`config.mk`:
```
export PLATFORM = sky130hd
export DESIGN_NAME = aon_wake_unit
export DESIGN_NICKNAME = d
export VERILOG_FILES = /design/src/rtl/wake_pkg.sv /design/src/rtl/wake_sync.sv /design/src/rtl/wake_datapath.sv /design/src/rtl/wake_control.sv /design/src/rtl/aon_wake_unit.sv
export SDC_FILE = /design/constraint.sdc
export NUM_CORES = 1
export LEC_CHECK = 0
export BUFFER_PORTS_ARGS = -buffer_cell sky130_fd_sc_hd__buf_2
export CAP_MARGIN = 25
export CORE_MARGIN = 2
export CORE_UTILIZATION = 56
export CTS_BUF_LIST = sky130_fd_sc_hd__clkbuf_2
export DETAILED_ROUTE_END_ITERATION = 16
export GPL_ROUTABILITY_DRIVEN = 0
export PLACE_DENSITY = 0.88
export SLEW_MARGIN = 20
export SYNTH_ARGS = -nofsm -noshare
export SYNTH_HDL_FRONTEND = slang
export SYNTH_SLANG_ARGS = --single-unit
export TNS_END_PERCENT = 50
```
`constraint.sdc`:
```
create_clock -name clk -period 2.98 [get_ports clk]
set_clock_uncertainty 0.1 [all_clocks]
set_input_delay 0.298 -clock clk [delete_from_list [all_inputs] [get_ports clk]]
set_output_delay 0.298 -clock clk [all_outputs]
set_load 0.02 [all_outputs]
```
`src/rtl/wake_pkg.sv`:
```
package wake_pkg;

  typedef enum logic [1:0] {
    CAUSE_IRQ = 2'b00,
    CAUSE_EVT = 2'b01,
    CAUSE_NMI = 2'b10,
    CAUSE_TMR = 2'b11
  } cause_e;

  // qualified wake sources, one bit each, valid for the current cycle
  typedef struct packed {
    logic nmi;
    logic irq;
    logic tmr;
    logic evt;
  } hits_t;

  // strobes from control to datapath
  typedef struct packed {
    logic latchCause;
  } ctrl_strobe_t;

endpackage

```
`src/rtl/wake_sync.sv`:
```
module wake_sync #(
  parameter int STAGES = 2
) (
  input  logic clk,
  input  logic rstN,
  input  logic d,
  output logic q
);
  logic [STAGES-1:0] chain;

  always_ff @(posedge clk or negedge rstN) begin
    if (!rstN) chain <= '0;
    else       chain <= {chain[STAGES-2:0], d};
  end

  assign q = chain[STAGES-1];
endmodule

```
`src/rtl/wake_datapath.sv`:
```
module wake_datapath
  import wake_pkg::*;
#(
  parameter int NUM_IRQ     = 8,
  parameter int PRIO_W      = 3,
  parameter int TIMER_W     = 16,
  parameter int SYNC_STAGES = 2
) (
  input  logic                      clk,
  input  logic                      rstN,
  input  logic [NUM_IRQ-1:0]        irqPend,
  input  logic [NUM_IRQ-1:0]        irqEn,
  input  logic [NUM_IRQ*PRIO_W-1:0] irqPrio,
  input  logic [PRIO_W-1:0]         prioThresh,
  input  logic                      evtIn,
  input  logic                      nmiIn,
  input  logic                      tmrEn,
  input  logic [TIMER_W-1:0]        tmrCmp,
  input  ctrl_strobe_t              strobe,
  output hits_t                     hits,
  output logic [1:0]                wakeCause
);
  // ---------------- interrupt qualification ----------------
  logic [NUM_IRQ-1:0] lineOk;

  for (genvar i = 0; i < NUM_IRQ; i++) begin : g_line
    assign lineOk[i] = irqPend[i] & irqEn[i] &
                       (irqPrio[i*PRIO_W +: PRIO_W] > prioThresh);
  end

  // ---------------- event / NMI synchronizers ----------------
  logic evtSync, nmiSync, nmiPrev;

  wake_sync #(.STAGES(SYNC_STAGES)) u_evtSync (
    .clk(clk), .rstN(rstN), .d(evtIn), .q(evtSync));
  wake_sync #(.STAGES(SYNC_STAGES)) u_nmiSync (
    .clk(clk), .rstN(rstN), .d(nmiIn), .q(nmiSync));

  always_ff @(posedge clk or negedge rstN) begin
    if (!rstN) nmiPrev <= 1'b0;
    else       nmiPrev <= nmiSync;
  end

  // ---------------- local timer ----------------
  logic [TIMER_W-1:0] tmrCnt;

  always_ff @(posedge clk or negedge rstN) begin
    if (!rstN) tmrCnt <= '0;
    else       tmrCnt <= tmrCnt + 1'b1;
  end

  always_comb begin
    hits.nmi = nmiSync & ~nmiPrev;
    hits.irq = |lineOk;
    hits.tmr = tmrEn & (tmrCnt >= tmrCmp);
    hits.evt = evtSync;
  end

  // ---------------- cause encoding and hold ----------------
  cause_e nextCause;
  cause_e causeQ;

  always_comb begin
    if      (hits.nmi) nextCause = CAUSE_NMI;
    else if (hits.irq) nextCause = CAUSE_IRQ;
    else if (hits.tmr) nextCause = CAUSE_TMR;
    else               nextCause = CAUSE_EVT;
  end

  always_ff @(posedge clk or negedge rstN) begin
    if (!rstN)                  causeQ <= CAUSE_IRQ;
    else if (strobe.latchCause) causeQ <= nextCause;
  end

  assign wakeCause = causeQ;

  // ---------------- assertions ----------------
  a_r7_count_step: assert property (@(posedge clk) disable iff (!rstN)
    1'b1 |=> tmrCnt == TIMER_W'($past(tmrCnt) + 1'b1));

  a_r6_edge_single: assert property (@(posedge clk) disable iff (!rstN)
    hits.nmi |=> !hits.nmi);

  a_r8_nmi_first: assert property (@(posedge clk) disable iff (!rstN)
    (strobe.latchCause && hits.nmi) |=> wakeCause == CAUSE_NMI);

  a_r8_irq_over_rest: assert property (@(posedge clk) disable iff (!rstN)
    (strobe.latchCause && hits.irq && !hits.nmi) |=> wakeCause == CAUSE_IRQ);

  a_r10_cause_hold: assert property (@(posedge clk) disable iff (!rstN)
    !strobe.latchCause |=> $stable(wakeCause));
endmodule

```
`src/rtl/wake_control.sv`:
```
module wake_control
  import wake_pkg::*;
(
  input  logic         clk,
  input  logic         rstN,
  input  logic         sleepReq,
  input  hits_t        hits,
  output ctrl_strobe_t strobe,
  output logic         sleeping,
  output logic         wakePulse
);
  typedef enum logic {ST_AWAKE = 1'b0, ST_ASLEEP = 1'b1} state_e;

  state_e state;
  logic   anyHit;

  assign anyHit = |hits;

  always_comb begin
    strobe.latchCause = (state == ST_ASLEEP) && anyHit;
  end

  always_ff @(posedge clk or negedge rstN) begin
    if (!rstN) begin
      state     <= ST_AWAKE;
      wakePulse <= 1'b0;
    end else begin
      wakePulse <= 1'b0;
      case (state)
        ST_AWAKE:  if (sleepReq && !anyHit) state <= ST_ASLEEP;
        ST_ASLEEP: if (anyHit) begin
                     state     <= ST_AWAKE;
                     wakePulse <= 1'b1;
                   end
        default:   state <= ST_AWAKE;
      endcase
    end
  end

  assign sleeping = (state == ST_ASLEEP);

  // ---------------- assertions ----------------
  a_r2_enter_sleep: assert property (@(posedge clk) disable iff (!rstN)
    (!sleeping && sleepReq && !anyHit) |=> sleeping);

  a_r3_pending_blocks: assert property (@(posedge clk) disable iff (!rstN)
    (!sleeping && anyHit) |=> !sleeping);

  a_r9_pulse_single: assert property (@(posedge clk) disable iff (!rstN)
    wakePulse |=> !wakePulse);

  a_r9_pulse_leaves_sleep: assert property (@(posedge clk) disable iff (!rstN)
    wakePulse |-> (!sleeping && $past(sleeping)));

  a_r9_awake_no_pulse: assert property (@(posedge clk) disable iff (!rstN)
    !sleeping |=> !wakePulse);
endmodule

```
`src/rtl/aon_wake_unit.sv`:
```
module aon_wake_unit
  import wake_pkg::*;
#(
  parameter int NUM_IRQ     = 8,
  parameter int PRIO_W      = 3,
  parameter int TIMER_W     = 16,
  parameter int SYNC_STAGES = 2
) (
  input  logic                      clk,
  input  logic                      rstN,
  input  logic                      sleepReq,
  input  logic [NUM_IRQ-1:0]        irqPend,
  input  logic [NUM_IRQ-1:0]        irqEn,
  input  logic [NUM_IRQ*PRIO_W-1:0] irqPrio,
  input  logic [PRIO_W-1:0]         prioThresh,
  input  logic                      evtIn,
  input  logic                      nmiIn,
  input  logic                      tmrEn,
  input  logic [TIMER_W-1:0]        tmrCmp,
  output logic                      sleeping,
  output logic                      wakePulse,
  output logic [1:0]                wakeCause
);
  hits_t        hits;
  ctrl_strobe_t strobe;

  wake_datapath #(
    .NUM_IRQ(NUM_IRQ), .PRIO_W(PRIO_W),
    .TIMER_W(TIMER_W), .SYNC_STAGES(SYNC_STAGES)
  ) u_dp (
    .clk(clk), .rstN(rstN),
    .irqPend(irqPend), .irqEn(irqEn), .irqPrio(irqPrio), .prioThresh(prioThresh),
    .evtIn(evtIn), .nmiIn(nmiIn), .tmrEn(tmrEn), .tmrCmp(tmrCmp),
    .strobe(strobe), .hits(hits), .wakeCause(wakeCause)
  );

  wake_control u_ctl (
    .clk(clk), .rstN(rstN), .sleepReq(sleepReq), .hits(hits),
    .strobe(strobe), .sleeping(sleeping), .wakePulse(wakePulse)
  );
endmodule

```
==> report_table.html, run 1 <==
<table>
<tr><th>Metric</th><th>Value</th></tr>
<tr><th colspan="2">Layout</th></tr>
<tr><td>Share of layout cells above drive strength 1</td><td>0.2737</td></tr>
<tr><td>Number of nets in the layout</td><td>392</td></tr>
<tr><td>Synthesis-to-layout area growth</td><td>23.23%</td></tr>
<tr><td>Final antenna diode count</td><td>0</td></tr>
<tr><td>Cell area after layout</td><td>0.002390 mm2</td></tr>
<tr><td>Fraction of the core area covered by cells at the end of the flow</td><td>0.7162</td></tr>
<tr><td>Non-filler cells, final</td><td>331</td></tr>
<tr><th colspan="2">Floorplan</th></tr>
<tr><td>Starting density of the core</td><td>0.5812</td></tr>
<tr><td>CORE AREA</td><td>0.003337 mm2</td></tr>
<tr><td>Top-level I/O count</td><td>69</td></tr>
<tr><td>Die W</td><td>62.85 um</td></tr>
<tr><td>FP Rows</td><td>21</td></tr>
<tr><td>Die boundary height</td><td>62.85 um</td></tr>
<tr><td>Area of the die</td><td>0.003950 mm2</td></tr>
<tr><th colspan="2">Global routing</th></tr>
<tr><td>Grt peak-use layer</td><td>met2</td></tr>
<tr><td>Vias in the first global route</td><td>1705</td></tr>
<tr><td>Met2 global-route usage</td><td>0.3871</td></tr>
<tr><td>Pin count of the biggest net entering global routing</td><td>26</td></tr>
<tr><td>Global-route wire length before repair</td><td>6.810 mm</td></tr>
<tr><td>GRT Overall Usage</td><td>0.2128</td></tr>
<tr><td>GR met1 Demand/Resource</td><td>0.2468</td></tr>
<tr><td>Met3 Use GR</td><td>0.04685</td></tr>
<tr><td>Number of antenna violations at the first check in global routing</td><td>0</td></tr>
<tr><td>Global-route congestion overflow total</td><td>0</td></tr>
<tr><th colspan="2">Yosys</th></tr>
<tr><td>Netlist cell types</td><td>32</td></tr>
<tr><td>Warnings, synthesis</td><td>0</td></tr>
<tr><td>Area of the mapped netlist</td><td>0.001939 mm2</td></tr>
<tr><td>EDFF count, synth</td><td>0</td></tr>
<tr><td>Post-synthesis area per instance</td><td>9.235 um2</td></tr>
<tr><td>Most used flip-flop cell after synthesis</td><td>dfrtp_1</td></tr>
<tr><td>Post-synthesis net count</td><td>316</td></tr>
<tr><td>Share of async-settable or async-resettable flops after synthesis</td><td>1.000</td></tr>
<tr><td>Number of cells produced by synthesis</td><td>210</td></tr>
<tr><td>FF+latch count, synth</td><td>25</td></tr>
<tr><td>Fraction of the yosys area taken by sequential cells</td><td>0.3226</td></tr>
<tr><th colspan="2">Place</th></tr>
<tr><td>Port bufs</td><td>68</td></tr>
<tr><td>Worst slack after detailed placement</td><td>0.5700 ns</td></tr>
<tr><td>Instance area after placement</td><td>0.002337 mm2</td></tr>
<tr><td>Placed cell count</td><td>324</td></tr>
<tr><td>Hpwl dp</td><td>3.267 mm</td></tr>
<tr><th colspan="2">Critical path</th></tr>
<tr><td>Crit end category</td><td>flip-flop</td></tr>
<tr><td>Required arrival time at the worst endpoint</td><td>3.14 ns</td></tr>
<tr><td>Category of the critical setup timing path</td><td>reg2reg</td></tr>
<tr><td>Arr. time, crit path</td><td>2.44 ns</td></tr>
<tr><td>Worst Setup Start Kind</td><td>flip-flop</td></tr>
<tr><td>Maximum fanout count along the critical path</td><td>4</td></tr>
<tr><th colspan="2">Drt</th></tr>
<tr><td>Drt initial violations</td><td>40</td></tr>
<tr><td>Number of vias per cell after detailed routing</td><td>5.254</td></tr>
<tr><td>Drt drc</td><td>0</td></tr>
<tr><td>Number of vias after detailed routing</td><td>1739</td></tr>
<tr><td>Average routed wire per standard cell</td><td>11.80 um</td></tr>
<tr><td>DRT Wirelength</td><td>3.906 mm</td></tr>
<tr><td>Remaining antenna violation count</td><td>0</td></tr>
<tr><td>DRT Pass-1 Iters</td><td>4</td></tr>
<tr><th colspan="2">Timing</th></tr>
<tr><td>Final period utilization</td><td>0.7658</td></tr>
<tr><td>Hold slack final</td><td>0.07592 ns</td></tr>
<tr><td>Tightest slew margin relative to the limit</td><td>0.5678</td></tr>
<tr><td>Number of hold-slack violations in the final timing report</td><td>0</td></tr>
<tr><td>Final slew viol count</td><td>0</td></tr>
<tr><td>RSZ-0062 raised after global routing</td><td>false</td></tr>
<tr><td>Max Clock Freq</td><td>0.4382 GHz</td></tr>
<tr><td>Total setup violations reported at the end of the flow</td><td>0</td></tr>
<tr><td>Slew at the pin with the worst max-slew slack</td><td>0.6423 ns</td></tr>
<tr><td>Sum of negative setup slack</td><td>0 ns</td></tr>
<tr><td>Final worst-path setup slack</td><td>0.6980 ns</td></tr>
<tr><td>Final critical delay including setup and external delays</td><td>2.282 ns</td></tr>
<tr><th colspan="2">Pwr</th></tr>
<tr><td>Leakage power</td><td>1.341 nW</td></tr>
<tr><td>Worst-case vdd ir drop</td><td>0.2722 mV</td></tr>
<tr><td>Clock power frac</td><td>0.187</td></tr>
<tr><td>Comb power frac</td><td>0.290</td></tr>
<tr><td>Switch share</td><td>0.3070</td></tr>
<tr><td>Cell Int Power</td><td>0.4846 mW</td></tr>
<tr><td>Relative contribution of sequential cells to total power</td><td>0.523</td></tr>
<tr><td>Power Total</td><td>0.6992 mW</td></tr>
<tr><td>Total net switching power</td><td>0.2147 mW</td></tr>
<tr><td>Power density relative to cell area</td><td>292.6 mW/mm2</td></tr>
<tr><th colspan="2">Hold path</th></tr>
<tr><td>Worst hold path class</td><td>in2reg</td></tr>
<tr><th colspan="2">Outcome</th></tr>
<tr><td>Run status</td><td>completed</td></tr>
<tr><th colspan="2">CTS</th></tr>
<tr><td>Latest clock arrival within the worst-skew pair</td><td>0.35 ns</td></tr>
<tr><td>Total number of H-tree levels</td><td>1</td></tr>
<tr><td>CTS root buffer</td><td>clkbuf_2</td></tr>
<tr><td>Clock sink count</td><td>25</td></tr>
<tr><td>CTS tree</td><td>done</td></tr>
<tr><td>Clock transition at the registers of the reported paths</td><td>0.24 ns</td></tr>
<tr><td>TritonCTS Buffers</td><td>3</td></tr>
<tr><td>Maximum clock path buffer count</td><td>2</td></tr>
<tr><th colspan="2">Flow run</th></tr>
<tr><td>Max-cap check violation count</td><td>0</td></tr>
</table>
==> power by group through the flow <==
stage	Sequential, mW	Clock, mW	Combinational, mW
4_1_cts	0.366	0.138	0.204
3_5_place_dp	0.373	0	0.200
5_1_grt	0.369	0.153	0.230
2_1_floorplan	0.386	0	0.0992
6_report	0.366	0.131	0.203
3_3_place_gp	0.371	0	0.193
==> what timing repair did <==
action	in CTS	in global routing
hold endpoints to repair	27	0
setup buffers	0	0
hold buffers	3	0
setup endpoints to repair	0	0
resized for setup	0	0
==> per-layer routing <==
layer	wire [um]	share of wire
met1	1688	0.43
met2	2001	0.51
met3	147	0.038
met4	69	0.018
met5	0	0
==> cell type report <==
cell class | count | area, um2
clock buffers | 3 | 15.01
clock inverters | 1 | 7.507
fillers | 253 | 947.2
inverters | 30 | 112.6
multi-input cells | 155 | 1201
flip-flops and latches | 25 | 625.6
well taps | 46 | 57.56
repair buffers | 71 | 370.4
==> cells in the final DEF (no fill, tap or decap), types with 2 or more instances in the layout <==
cell           netlist  final
and2_1               2      2
buf_2                0     68
inv_1               30     30
nand2b_1             2      2
xnor2_1              9      9
xor2_1               5      5
nand3_1             13     13
a21oi_1              6      6
ha_1                41     41
a31oi_1              4      4
dlygate4sd3_1        0      3
clkbuf_2             0      3
nor2b_1              4      4
o2111ai_1            4      4
dfrtp_1             25     25
nand2_1             13     13
nor2_1              14     14
nand4_1              5      5
o21ai_0              5      5
and3_1               4      4
nor3_1               5      5
o21ai_1              6      6
==> flip-flops by register name (all words and copies together) (netlist names) <==
name and count:
u_dp.u_nmiSync.chain 2, u_dp.wakeCause 2, u_ctl.wakePulse 1, u_dp.nmiPrev 1, u_dp.u_evtSync.chain 2, u_ctl.sleeping 1, u_dp.tmrCnt 16
==> kinds of logic after synthesis <==
| group | Yosys count | share of synthesized area |
|---|---|---|
| buffers and inverters | 30 | 0.05807 |
| DFF | 25 | 0.3226 |
| AOI/OAI and AO/OA | 30 | 0.1000 |
| adders and majority gates | 41 | 0.2645 |
| xor gates and xnor gates | 14 | 0.06323 |
| and+or+nand+nor | 70 | 0.1916 |
==> cell usage after synthesis, types with 5 or more instances <==
cell type / n / area (um2)
nand4_1: 5 / 31.28
a21oi_1: 6 / 30.03
ha_1: 41 / 513.0
o21ai_0: 5 / 25.02
nand2_1: 13 / 48.80
inv_1: 30 / 112.6
nor2_1: 14 / 52.55
nor3_1: 5 / 25.02
xnor2_1: 9 / 78.83
nand3_1: 13 / 65.06
xor2_1: 5 / 43.79
o21ai_1: 6 / 30.03
dfrtp_1: 25 / 625.6
==> worst paths after layout <==
check	startpoint	end	slack (ns)	cells after the start
max	u_dp.tmrCnt[0]	u_ctl.wakePulse	0.70	9
min	sleepReq	u_ctl.sleeping	0.08	3
max reg2reg	u_dp.tmrCnt[0]	u_ctl.wakePulse	0.70	9
min reg2reg	u_dp.u_nmiSync.chain[0]	u_dp.u_nmiSync.chain[1]	0.29	0
max in group asynchronous	rstN	u_dp.tmrCnt[11]	2.09	2
min in group asynchronous	rstN	u_dp.tmrCnt[7]	0.32	2
==> critical path, cell delays in order, from the launching register on <==
cell	delay, ns
dfrtp_1	0.45
inv_1	0.07
ha_1	0.26
nand2b_1	0.14
a2111oi_0	0.38
or4b_1	0.20
nand3_2	0.09
a21oi_2	0.18
nand3_1	0.11
and2_1	0.19
Power figures use the tool's default switching activity.
==> run 2: changes to the inputs <==
--- a/config.mk
+++ b/config.mk
@@ -5,14 +5,15 @@
 export SDC_FILE = /design/constraint.sdc
 export NUM_CORES = 1
 export LEC_CHECK = 0
+export ABC_AREA = 1
 export BUFFER_PORTS_ARGS = -buffer_cell sky130_fd_sc_hd__buf_2
 export CAP_MARGIN = 25
 export CORE_MARGIN = 2
-export CORE_UTILIZATION = 56
+export CORE_UTILIZATION = 53
 export CTS_BUF_LIST = sky130_fd_sc_hd__clkbuf_2
 export DETAILED_ROUTE_END_ITERATION = 16
 export GPL_ROUTABILITY_DRIVEN = 0
-export PLACE_DENSITY = 0.88
+export PLACE_DENSITY = 0.83
 export SLEW_MARGIN = 20
 export SYNTH_ARGS = -nofsm -noshare
 export SYNTH_HDL_FRONTEND = slang
==> constraint.sdc (replaced) <==
create_clock -name clk -period 2.3 [get_ports clk]
set_clock_uncertainty 0.1 [all_clocks]
set_input_delay 0.23 -clock clk [delete_from_list [all_inputs] [get_ports clk]]
set_output_delay 0.23 -clock clk [all_outputs]
set_load 0.02 [all_outputs]
==> run 2 against run 1 <==
First-iteration DRC count increased to 2.5 times the previous value. Clock power increased by 32%. Total power is 33% higher. Critical path depth up 5. Utilization down 5.5 points. Hold slack lost 0.018 ns.
==> report_table.html, run 2 <==
<table>
<tr><th>Metric</th><th>Value</th></tr>
<tr><th colspan="2">Timing</th></tr>
<tr><td>Total setup violations reported at the end of the flow</td><td>0</td></tr>
<tr><td>Final period utilization</td><td>0.7903</td></tr>
<tr><td>Sum of negative setup slack</td><td>0 ns</td></tr>
<tr><td>Slew at the pin with the worst max-slew slack</td><td>0.5292 ns</td></tr>
<tr><td>RSZ-0062 raised after global routing</td><td>false</td></tr>
<tr><td>Max Clock Freq</td><td>0.5501 GHz</td></tr>
<tr><td>Number of hold-slack violations in the final timing report</td><td>0</td></tr>
<tr><td>Final critical delay including setup and external delays</td><td>1.818 ns</td></tr>
<tr><td>Tightest slew margin relative to the limit</td><td>0.6472</td></tr>
<tr><td>Final slew viol count</td><td>0</td></tr>
<tr><th colspan="2">Yosys</th></tr>
<tr><td>EDFF count, synth</td><td>0</td></tr>
<tr><td>Post-synthesis net count</td><td>391</td></tr>
<tr><td>Leading cell types by total area after synthesis</td><td>dfrtp_1 29%, ha_1 24%, nand2_1 12%</td></tr>
<tr><td>Share of the synthesized area in the top cell type</td><td>0.2892</td></tr>
<tr><td>Area of the mapped netlist</td><td>0.002163 mm2</td></tr>
<tr><td>Post-synthesis area per instance</td><td>7.591 um2</td></tr>
<tr><td>Commonest cells post-synth</td><td>67 x nand2_1, 61 x inv_1, 41 x ha_1, 25 x dfrtp_1, 23 x nor2_1</td></tr>
<tr><td>Netlist cell types</td><td>22</td></tr>
<tr><td>Most used flip-flop cell after synthesis</td><td>dfrtp_1</td></tr>
<tr><td>Fraction of the yosys area taken by sequential cells</td><td>0.2892</td></tr>
<tr><td>Number of cells produced by synthesis</td><td>285</td></tr>
<tr><td>FF+latch count, synth</td><td>25</td></tr>
<tr><td>Most repeated cell in the gate-level netlist after synthesis</td><td>nand2_1</td></tr>
<tr><td>Warnings, synthesis</td><td>0</td></tr>
<tr><td>Share of async-settable or async-resettable flops after synthesis</td><td>1.000</td></tr>
<tr><td>Cell taking the most area after synthesis</td><td>dfrtp_1</td></tr>
<tr><th colspan="2">Floorplan</th></tr>
<tr><td>Die W</td><td>67.89 um</td></tr>
<tr><td>Area of the die</td><td>0.004609 mm2</td></tr>
<tr><td>CORE AREA</td><td>0.003971 mm2</td></tr>
<tr><td>Top-level I/O count</td><td>69</td></tr>
<tr><td>Die boundary height</td><td>67.89 um</td></tr>
<tr><td>Starting density of the core</td><td>0.5447</td></tr>
<tr><td>FP Rows</td><td>23</td></tr>
<tr><th colspan="2">CTS</th></tr>
<tr><td>Clock transition at the registers of the reported paths</td><td>0.23 ns</td></tr>
<tr><td>TritonCTS Buffers</td><td>3</td></tr>
<tr><td>CTS root buffer</td><td>clkbuf_2</td></tr>
<tr><td>Number of cells upsized or downsized after cts</td><td>0</td></tr>
<tr><td>CTS tree</td><td>done</td></tr>
<tr><td>Clock sink count</td><td>25</td></tr>
<tr><td>Maximum clock path buffer count</td><td>2</td></tr>
<tr><td>Latest clock arrival within the worst-skew pair</td><td>0.34 ns</td></tr>
<tr><td>Buffers inserted by post-CTS timing repair</td><td>0</td></tr>
<tr><td>Total number of H-tree levels</td><td>1</td></tr>
<tr><th colspan="2">Layout</th></tr>
<tr><td>Fill cell instance count of the final layout</td><td>359</td></tr>
<tr><td>Synthesis-to-layout area growth</td><td>21.40%</td></tr>
<tr><td>Final antenna diode count</td><td>0</td></tr>
<tr><td>Most common cell after layout, fill and taps aside</td><td>buf_2</td></tr>
<tr><td>Top register by number of flip-flops</td><td>u_dp.tmrCnt</td></tr>
<tr><td>Number of flip-flops in the largest register</td><td>16</td></tr>
<tr><td>Most used cells in the layout excluding fill and tap cells</td><td>68 x buf_2, 67 x nand2_1, 61 x inv_1, 41 x ha_1, 25 x dfrtp_1</td></tr>
<tr><td>Share of layout cells above drive strength 1</td><td>0.2299</td></tr>
<tr><td>Fraction of the core area covered by cells at the end of the flow</td><td>0.6613</td></tr>
<tr><td>Number of nets in the layout</td><td>468</td></tr>
<tr><td>Cell area after layout</td><td>0.002626 mm2</td></tr>
<tr><th colspan="2">Critical path</th></tr>
<tr><td>Required arrival time at the worst endpoint</td><td>2.47 ns</td></tr>
<tr><td>Worst Setup Start Kind</td><td>flip-flop</td></tr>
<tr><td>Category of the critical setup timing path</td><td>reg2reg</td></tr>
<tr><td>List of cells traversed by the critical path</td><td>ha_1 &gt; nand2_1 &gt; inv_1 &gt; nand2_1 &gt; nor2_1 &gt; nor2_1 &gt; nand2_1 &gt; nand2_1 &gt; nand2_1 &gt; nand2_1 &gt; nand2_1 &gt; nand2_1 &gt; nand2_1 &gt; nand2_1</td></tr>
<tr><td>Cell with the most instances on the worst path</td><td>nand2_1</td></tr>
<tr><td>Critical-path top delay cell</td><td>dfrtp_1</td></tr>
<tr><td>Crit end category</td><td>flip-flop</td></tr>
<tr><td>Maximum fanout count along the critical path</td><td>4</td></tr>
<tr><td>Slowest Stage Delay on Critical Path</td><td>0.51 ns</td></tr>
<tr><td>Arr. time, crit path</td><td>1.99 ns</td></tr>
<tr><th colspan="2">Place</th></tr>
<tr><td>Hpwl dp</td><td>3.510 mm</td></tr>
<tr><td>Port bufs</td><td>68</td></tr>
<tr><td>Instance area after placement</td><td>0.002566 mm2</td></tr>
<tr><th colspan="2">Drt</th></tr>
<tr><td>DRT Wirelength</td><td>4.130 mm</td></tr>
<tr><td>Average routed wire per standard cell</td><td>10.05 um</td></tr>
<tr><td>DRT Pass-1 Iters</td><td>4</td></tr>
<tr><td>Drt drc</td><td>0</td></tr>
<tr><td>Remaining antenna violation count</td><td>0</td></tr>
<tr><td>Drt initial violations</td><td>100</td></tr>
<tr><td>Number of vias per cell after detailed routing</td><td>4.689</td></tr>
<tr><td>Number of vias after detailed routing</td><td>1927</td></tr>
<tr><th colspan="2">Pwr</th></tr>
<tr><td>Relative contribution of sequential cells to total power</td><td>0.507</td></tr>
<tr><td>Total net switching power</td><td>0.2934 mW</td></tr>
<tr><td>Comb power frac</td><td>0.307</td></tr>
<tr><td>Switch share</td><td>0.3154</td></tr>
<tr><td>Clock power frac</td><td>0.186</td></tr>
<tr><td>Cell Int Power</td><td>0.6369 mW</td></tr>
<tr><td>Worst-case vdd ir drop</td><td>0.2902 mV</td></tr>
<tr><td>Power density relative to cell area</td><td>354.2 mW/mm2</td></tr>
<tr><td>Leakage power</td><td>1.705 nW</td></tr>
<tr><th colspan="2">Global routing</th></tr>
<tr><td>Global-route wire length before repair</td><td>7.307 mm</td></tr>
<tr><td>Global-route congestion overflow total</td><td>0</td></tr>
<tr><td>Number of antenna violations at the first check in global routing</td><td>0</td></tr>
<tr><td>Vias in the first global route</td><td>1905</td></tr>
<tr><td>Pin count of the biggest net entering global routing</td><td>26</td></tr>
<tr><td>GRT Overall Usage</td><td>0.2024</td></tr>
<tr><th colspan="2">Hold path</th></tr>
<tr><td>Worst hold path class</td><td>in2reg</td></tr>
<tr><th colspan="2">Flow run</th></tr>
<tr><td>Max-cap check violation count</td><td>0</td></tr>
<tr><th colspan="2">Outcome</th></tr>
<tr><td>Run status</td><td>completed</td></tr>
</table>
-- run 2: cell count changes in the layout (fill, tap and decap cells not counted), sizes merged, moves of 3 or more --
cell / previous run / this run
xor2: 5 / 9
nor2: 14 / 27
nor3: 6 / 3
a31oi: 4 / 0
nand2: 13 / 68
o21ai: 11 / 2
nand3: 14 / 20
and3: 4 / 0
nand3b: 1 / 4
o2111ai: 4 / 0
nor2b: 5 / 0
inv: 30 / 61
xnor2: 9 / 5
a21oi: 7 / 13
-- run 2: what timing repair did --
action	in CTS	in global routing
endpoints found under the setup margin	0	0
hold endpoints to repair	27	1
hold buffers	3	1
-- run 2: final timing paths --
kind	to	startpoint	slack, ns	cells past startpoint
worst max-delay path	u_dp.wakeCause[0]	u_dp.tmrCnt[7]	0.48	14
worst min-delay path	u_ctl.wakePulse	tmrEn	0.06	3
worst max register to register	u_dp.wakeCause[0]	u_dp.tmrCnt[7]	0.48	14
worst min register to register	u_dp.u_nmiSync.chain[1]	u_dp.u_nmiSync.chain[0]	0.28	0
max in group asynchronous	u_dp.u_nmiSync.chain[0]	rstN	1.49	2
min in group asynchronous	u_dp.tmrCnt[13]	rstN	0.25	2
-- run 2: per-stage QoR --
stage / total power [mW] / hold WS [ns] / cells / worst slack (ns)
after floorplan: 0.6484 / -0.1656 / 285 / 0.6124
final: 0.9303 / 0.05789 / 411 / 0.4822
after CTS: 0.9392 / 0.002295 / 410 / 0.4774
after global placement: 0.7534 / 0.1445 / 403 / 0.4395
after global routing: 1.004 / 0.04346 / 411 / 0.2830
after detailed placement: 0.7633 / 0.1410 / 403 / 0.3600
-- run 2: kinds of logic after synthesis --
kind of cell	after synthesis	synth area share
compound gates	15	0.03470
xor+xnor	14	0.05668
fa+ha+maj	41	0.2371
buf+inv	61	0.1058
flops	25	0.2892
simple gates	129	0.2765
-- run 2: per-layer routing --
layer	up-vias	track usage	routed length (um)
met5	-	0	0
met3	4	0.04112	163
met2	35	0.3738	2111
li1	1041	-	-
met4	0	0.05000	31
met1	847	0.2393	1823
-- run 2: critical path, delay by kind of cell, from the launching register on --
kind	cells	cell delay (ns)
buf+inv	1	0.06
fa+ha+maj	1	0.33
flops	1	0.51
simple gates	12	0.75
-- run 2: layout make-up --
class / count / area [um2] / area share
clock buffers: 4 / 20.02 / 0.007623
inverters: 61 / 229.0 / 0.08718
multi-input cells: 199 / 1309 / 0.4983
flip-flops and latches: 25 / 625.6 / 0.2382
well taps: 50 / 62.56 / 0.02382
repair buffers: 72 / 380.4 / 0.1448
-- run 2: power groups by stage --
| stage | logic (mW) | clock network [mW] | registers [mW] |
|---|---|---|---|
| after global placement | 0.274 | 0 | 0.480 |
| after global routing | 0.338 | 0.192 | 0.474 |
| after CTS | 0.289 | 0.178 | 0.472 |
| final | 0.286 | 0.173 | 0.472 |
| after floorplan | 0.148 | 0 | 0.500 |
| after detailed placement | 0.283 | 0 | 0.480 |
==> run 3: changes to the inputs <==
==> constraint.sdc (replaced) <==
create_clock -name clk -period 1.7 [get_ports clk]
set_clock_uncertainty 0.1 [all_clocks]
set_input_delay 0.17 -clock clk [delete_from_list [all_inputs] [get_ports clk]]
set_output_delay 0.17 -clock clk [all_outputs]
set_load 0.02 [all_outputs]
==> run 3 against run 2 <==
The run now ends with setup timing left. Critical path type unchanged. Count of clock-buffer cells in the layout stayed put. Via count grew 6.9%. Flip-flop and latch count unchanged. Highest routed layer unchanged. Critical path depth is 1 lower. Hold slack gained 0.15 ns. Setup slack lost 0.64 ns. Non-clock buffer count grew 19. Fmax down 2.2%. Global-route usage decreased by 0.46 points.
==> report_table.html, run 3 (synthesis results as in run 2) <==
<table>
<tr><th>Metric</th><th>Value</th></tr>
<tr><th colspan="2">Outcome</th></tr>
<tr><td>Run status</td><td>finished, violations left</td></tr>
<tr><td>Violations in the final reports</td><td>setup timing</td></tr>
<tr><th colspan="2">Layout</th></tr>
<tr><td>Non-filler cells, final</td><td>430</td></tr>
<tr><td>Most used cells in the layout excluding fill and tap cells</td><td>68 x buf_2, 61 x nand2_1, 60 x inv_1, 32 x ha_1, 25 x dfrtp_1</td></tr>
<tr><td>Most common cell after layout, fill and taps aside</td><td>buf_2</td></tr>
<tr><td>Final antenna diode count</td><td>0</td></tr>
<tr><td>Number of flip-flops in the largest register</td><td>16</td></tr>
<tr><td>Fill cell instance count of the final layout</td><td>310</td></tr>
<tr><td>Share of layout cells above drive strength 1</td><td>0.3211</td></tr>
<tr><td>Top register by number of flip-flops</td><td>u_dp.tmrCnt</td></tr>
<tr><td>Fraction of the core area covered by cells at the end of the flow</td><td>0.7417</td></tr>
<tr><td>Synthesis-to-layout area growth</td><td>36.15%</td></tr>
<tr><td>Number of nets in the layout</td><td>487</td></tr>
<tr><th colspan="2">Timing</th></tr>
<tr><td>Max Clock Freq</td><td>0.5378 GHz</td></tr>
<tr><td>Hold slack final</td><td>0.2087 ns</td></tr>
<tr><td>Final critical delay including setup and external delays</td><td>1.860 ns</td></tr>
<tr><td>Number of hold-slack violations in the final timing report</td><td>0</td></tr>
<tr><td>Final period utilization</td><td>1.094</td></tr>
<tr><td>Total setup violations reported at the end of the flow</td><td>4</td></tr>
<tr><td>Final worst-path setup slack</td><td>-0.1596 ns</td></tr>
<tr><td>Final slew viol count</td><td>0</td></tr>
<tr><td>Slew at the pin with the worst max-slew slack</td><td>0.5686 ns</td></tr>
<tr><td>Tightest slew margin relative to the limit</td><td>0.6209</td></tr>
<tr><td>RSZ-0062 raised after global routing</td><td>true</td></tr>
<tr><th colspan="2">Floorplan</th></tr>
<tr><td>CORE AREA</td><td>0.003971 mm2</td></tr>
<tr><td>Die W</td><td>67.89 um</td></tr>
<tr><td>Top-level I/O count</td><td>69</td></tr>
<tr><td>FP Rows</td><td>23</td></tr>
<tr><td>Area of the die</td><td>0.004609 mm2</td></tr>
<tr><td>Die boundary height</td><td>67.89 um</td></tr>
<tr><td>Starting density of the core</td><td>0.5447</td></tr>
<tr><th colspan="2">Critical path</th></tr>
<tr><td>Arr. time, crit path</td><td>2.03 ns</td></tr>
<tr><td>Crit end category</td><td>flip-flop</td></tr>
<tr><td>Required arrival time at the worst endpoint</td><td>1.87 ns</td></tr>
<tr><td>Category of the critical setup timing path</td><td>reg2reg</td></tr>
<tr><td>Worst Setup Start Kind</td><td>flip-flop</td></tr>
<tr><td>Maximum fanout count along the critical path</td><td>3</td></tr>
<tr><th colspan="2">CTS</th></tr>
<tr><td>Latest clock arrival within the worst-skew pair</td><td>0.35 ns</td></tr>
<tr><td>TritonCTS Buffers</td><td>3</td></tr>
<tr><td>Total number of H-tree levels</td><td>1</td></tr>
<tr><td>Clock transition at the registers of the reported paths</td><td>0.23 ns</td></tr>
<tr><td>Maximum clock path buffer count</td><td>2</td></tr>
<tr><td>CTS tree</td><td>done</td></tr>
<tr><td>Clock sink count</td><td>25</td></tr>
<tr><td>CTS root buffer</td><td>clkbuf_2</td></tr>
<tr><th colspan="2">Global routing</th></tr>
<tr><td>Global-route congestion overflow total</td><td>0</td></tr>
<tr><td>Pin count of the biggest net entering global routing</td><td>26</td></tr>
<tr><td>Vias in the first global route</td><td>1805</td></tr>
<tr><td>GRT Overall Usage</td><td>0.1978</td></tr>
<tr><td>Global-route wire length before repair</td><td>6.941 mm</td></tr>
<tr><td>Number of antenna violations at the first check in global routing</td><td>0</td></tr>
<tr><th colspan="2">Pwr</th></tr>
<tr><td>Worst-case vdd ir drop</td><td>0.3706 mV</td></tr>
<tr><td>Leakage power</td><td>1.807 nW</td></tr>
<tr><td>Power density relative to cell area</td><td>445.1 mW/mm2</td></tr>
<tr><td>Power Total</td><td>1.311 mW</td></tr>
<tr><th colspan="2">Hold path</th></tr>
<tr><td>Worst hold path class</td><td>in2async</td></tr>
<tr><th colspan="2">Drt</th></tr>
<tr><td>Drt initial violations</td><td>59</td></tr>
<tr><td>Detail Route met3 WL</td><td>177 um</td></tr>
<tr><td>Drt drc</td><td>0</td></tr>
<tr><td>DRT Pass-1 Iters</td><td>4</td></tr>
<tr><td>Number of vias after detailed routing</td><td>2059</td></tr>
<tr><td>Amount of wire on met2 after detailed routing</td><td>2.628 mm</td></tr>
<tr><td>Average routed wire per standard cell</td><td>11.35 um</td></tr>
<tr><td>Remaining antenna violation count</td><td>0</td></tr>
<tr><td>Routed length on met1</td><td>2.003 mm</td></tr>
<tr><td>Number of vias per cell after detailed routing</td><td>4.788</td></tr>
<tr><td>Top routing layer in use</td><td>met4</td></tr>
<tr><td>DRT Wirelength</td><td>4.879 mm</td></tr>
<tr><th colspan="2">Flow run</th></tr>
<tr><td>Max-cap check violation count</td><td>0</td></tr>
<tr><th colspan="2">Place</th></tr>
<tr><td>Placed cell count</td><td>417</td></tr>
<tr><td>Hpwl dp</td><td>3.771 mm</td></tr>
<tr><td>Port bufs</td><td>68</td></tr>
</table>
[run 3: cell count changes in the layout (fill, tap and decap cells not counted), moves of 4 or more]
cell,previous run,this run
buf_4,0,16
nand2_1,67,61
nand2_2,1,5
ha_4,0,8
ha_1,41,32
[run 3: where the power goes]
group	internal (mW)	switching (mW)
clock	0.0621	0.176
sequential	0.624	0.0164
combinational	0.196	0.236
total	0.882	0.429
[run 3: final timing paths]
kind	slack, ns	from	depth (start not counted)	end
worst max-delay path	-0.16	u_dp.tmrCnt[0]	13	u_dp.wakeCause[0]
worst min-delay path	0.21	rstN	2	u_dp.u_nmiSync.chain[0]
worst max register to register	-0.16	u_dp.tmrCnt[0]	13	u_dp.wakeCause[0]
worst min register to register	0.30	u_dp.u_evtSync.chain[0]	0	u_dp.u_evtSync.chain[1]
max in group asynchronous	0.92	rstN	2	u_dp.tmrCnt[13]
min in group clk	0.30	u_dp.u_evtSync.chain[0]	0	u_dp.u_evtSync.chain[1]
[run 3: critical path, cell delays in order, from the launching register on]
cell,delay (ns)
dfrtp_1,0.45
inv_1,0.08
ha_1,0.29
nand4_1,0.10
nor2_2,0.10
nor2_1,0.05
nand2_1,0.09
nand2_1,0.07
nand2_2,0.09
nand2_4,0.07
nand2_4,0.07
nand2_2,0.06
nand2_1,0.08
nand2_1,0.06
[run 3: metal layers]
metal | track usage | vias up
met5 | 0 | -
met4 | 0.05500 | 0
met3 | 0.03289 | 8
met2 | 0.3885 | 51
met1 | 0.2162 | 919
li1 | - | 1081
[run 3: layout make-up]
type                       instances  area (um2)  share of cell area
clock buffer                       4       20.02            0.006797
multi-input combinational        199        1466              0.4979
inverter                          61       229.0             0.07774
sequential                        25       625.6              0.2124
timing repair buffer              91       541.8              0.1839
tap                               50       62.56             0.02124
[run 3: timing repair]
action	4_1_cts	5_1_grt
setup endpoints to repair	3	6
gates cloned	0	0
gates resized for setup	1	25
endpoints found under the hold margin	29	0
pin swaps	3	11
hold buffers	5	0
buffers inserted	1	3
[run 3: metrics by stage]
step	area (um2)	setup WS [ns]	setup TNS (ns)
floorplan	2163	0.01241	0
global placement	2684	-0.08196	-0.1561
detailed placement	2684	-0.1646	-0.3909
CTS	2768	-0.1224	-0.3566
global route	2945	-0.3115	-1.229
finish	2945	-0.1596	-0.3926
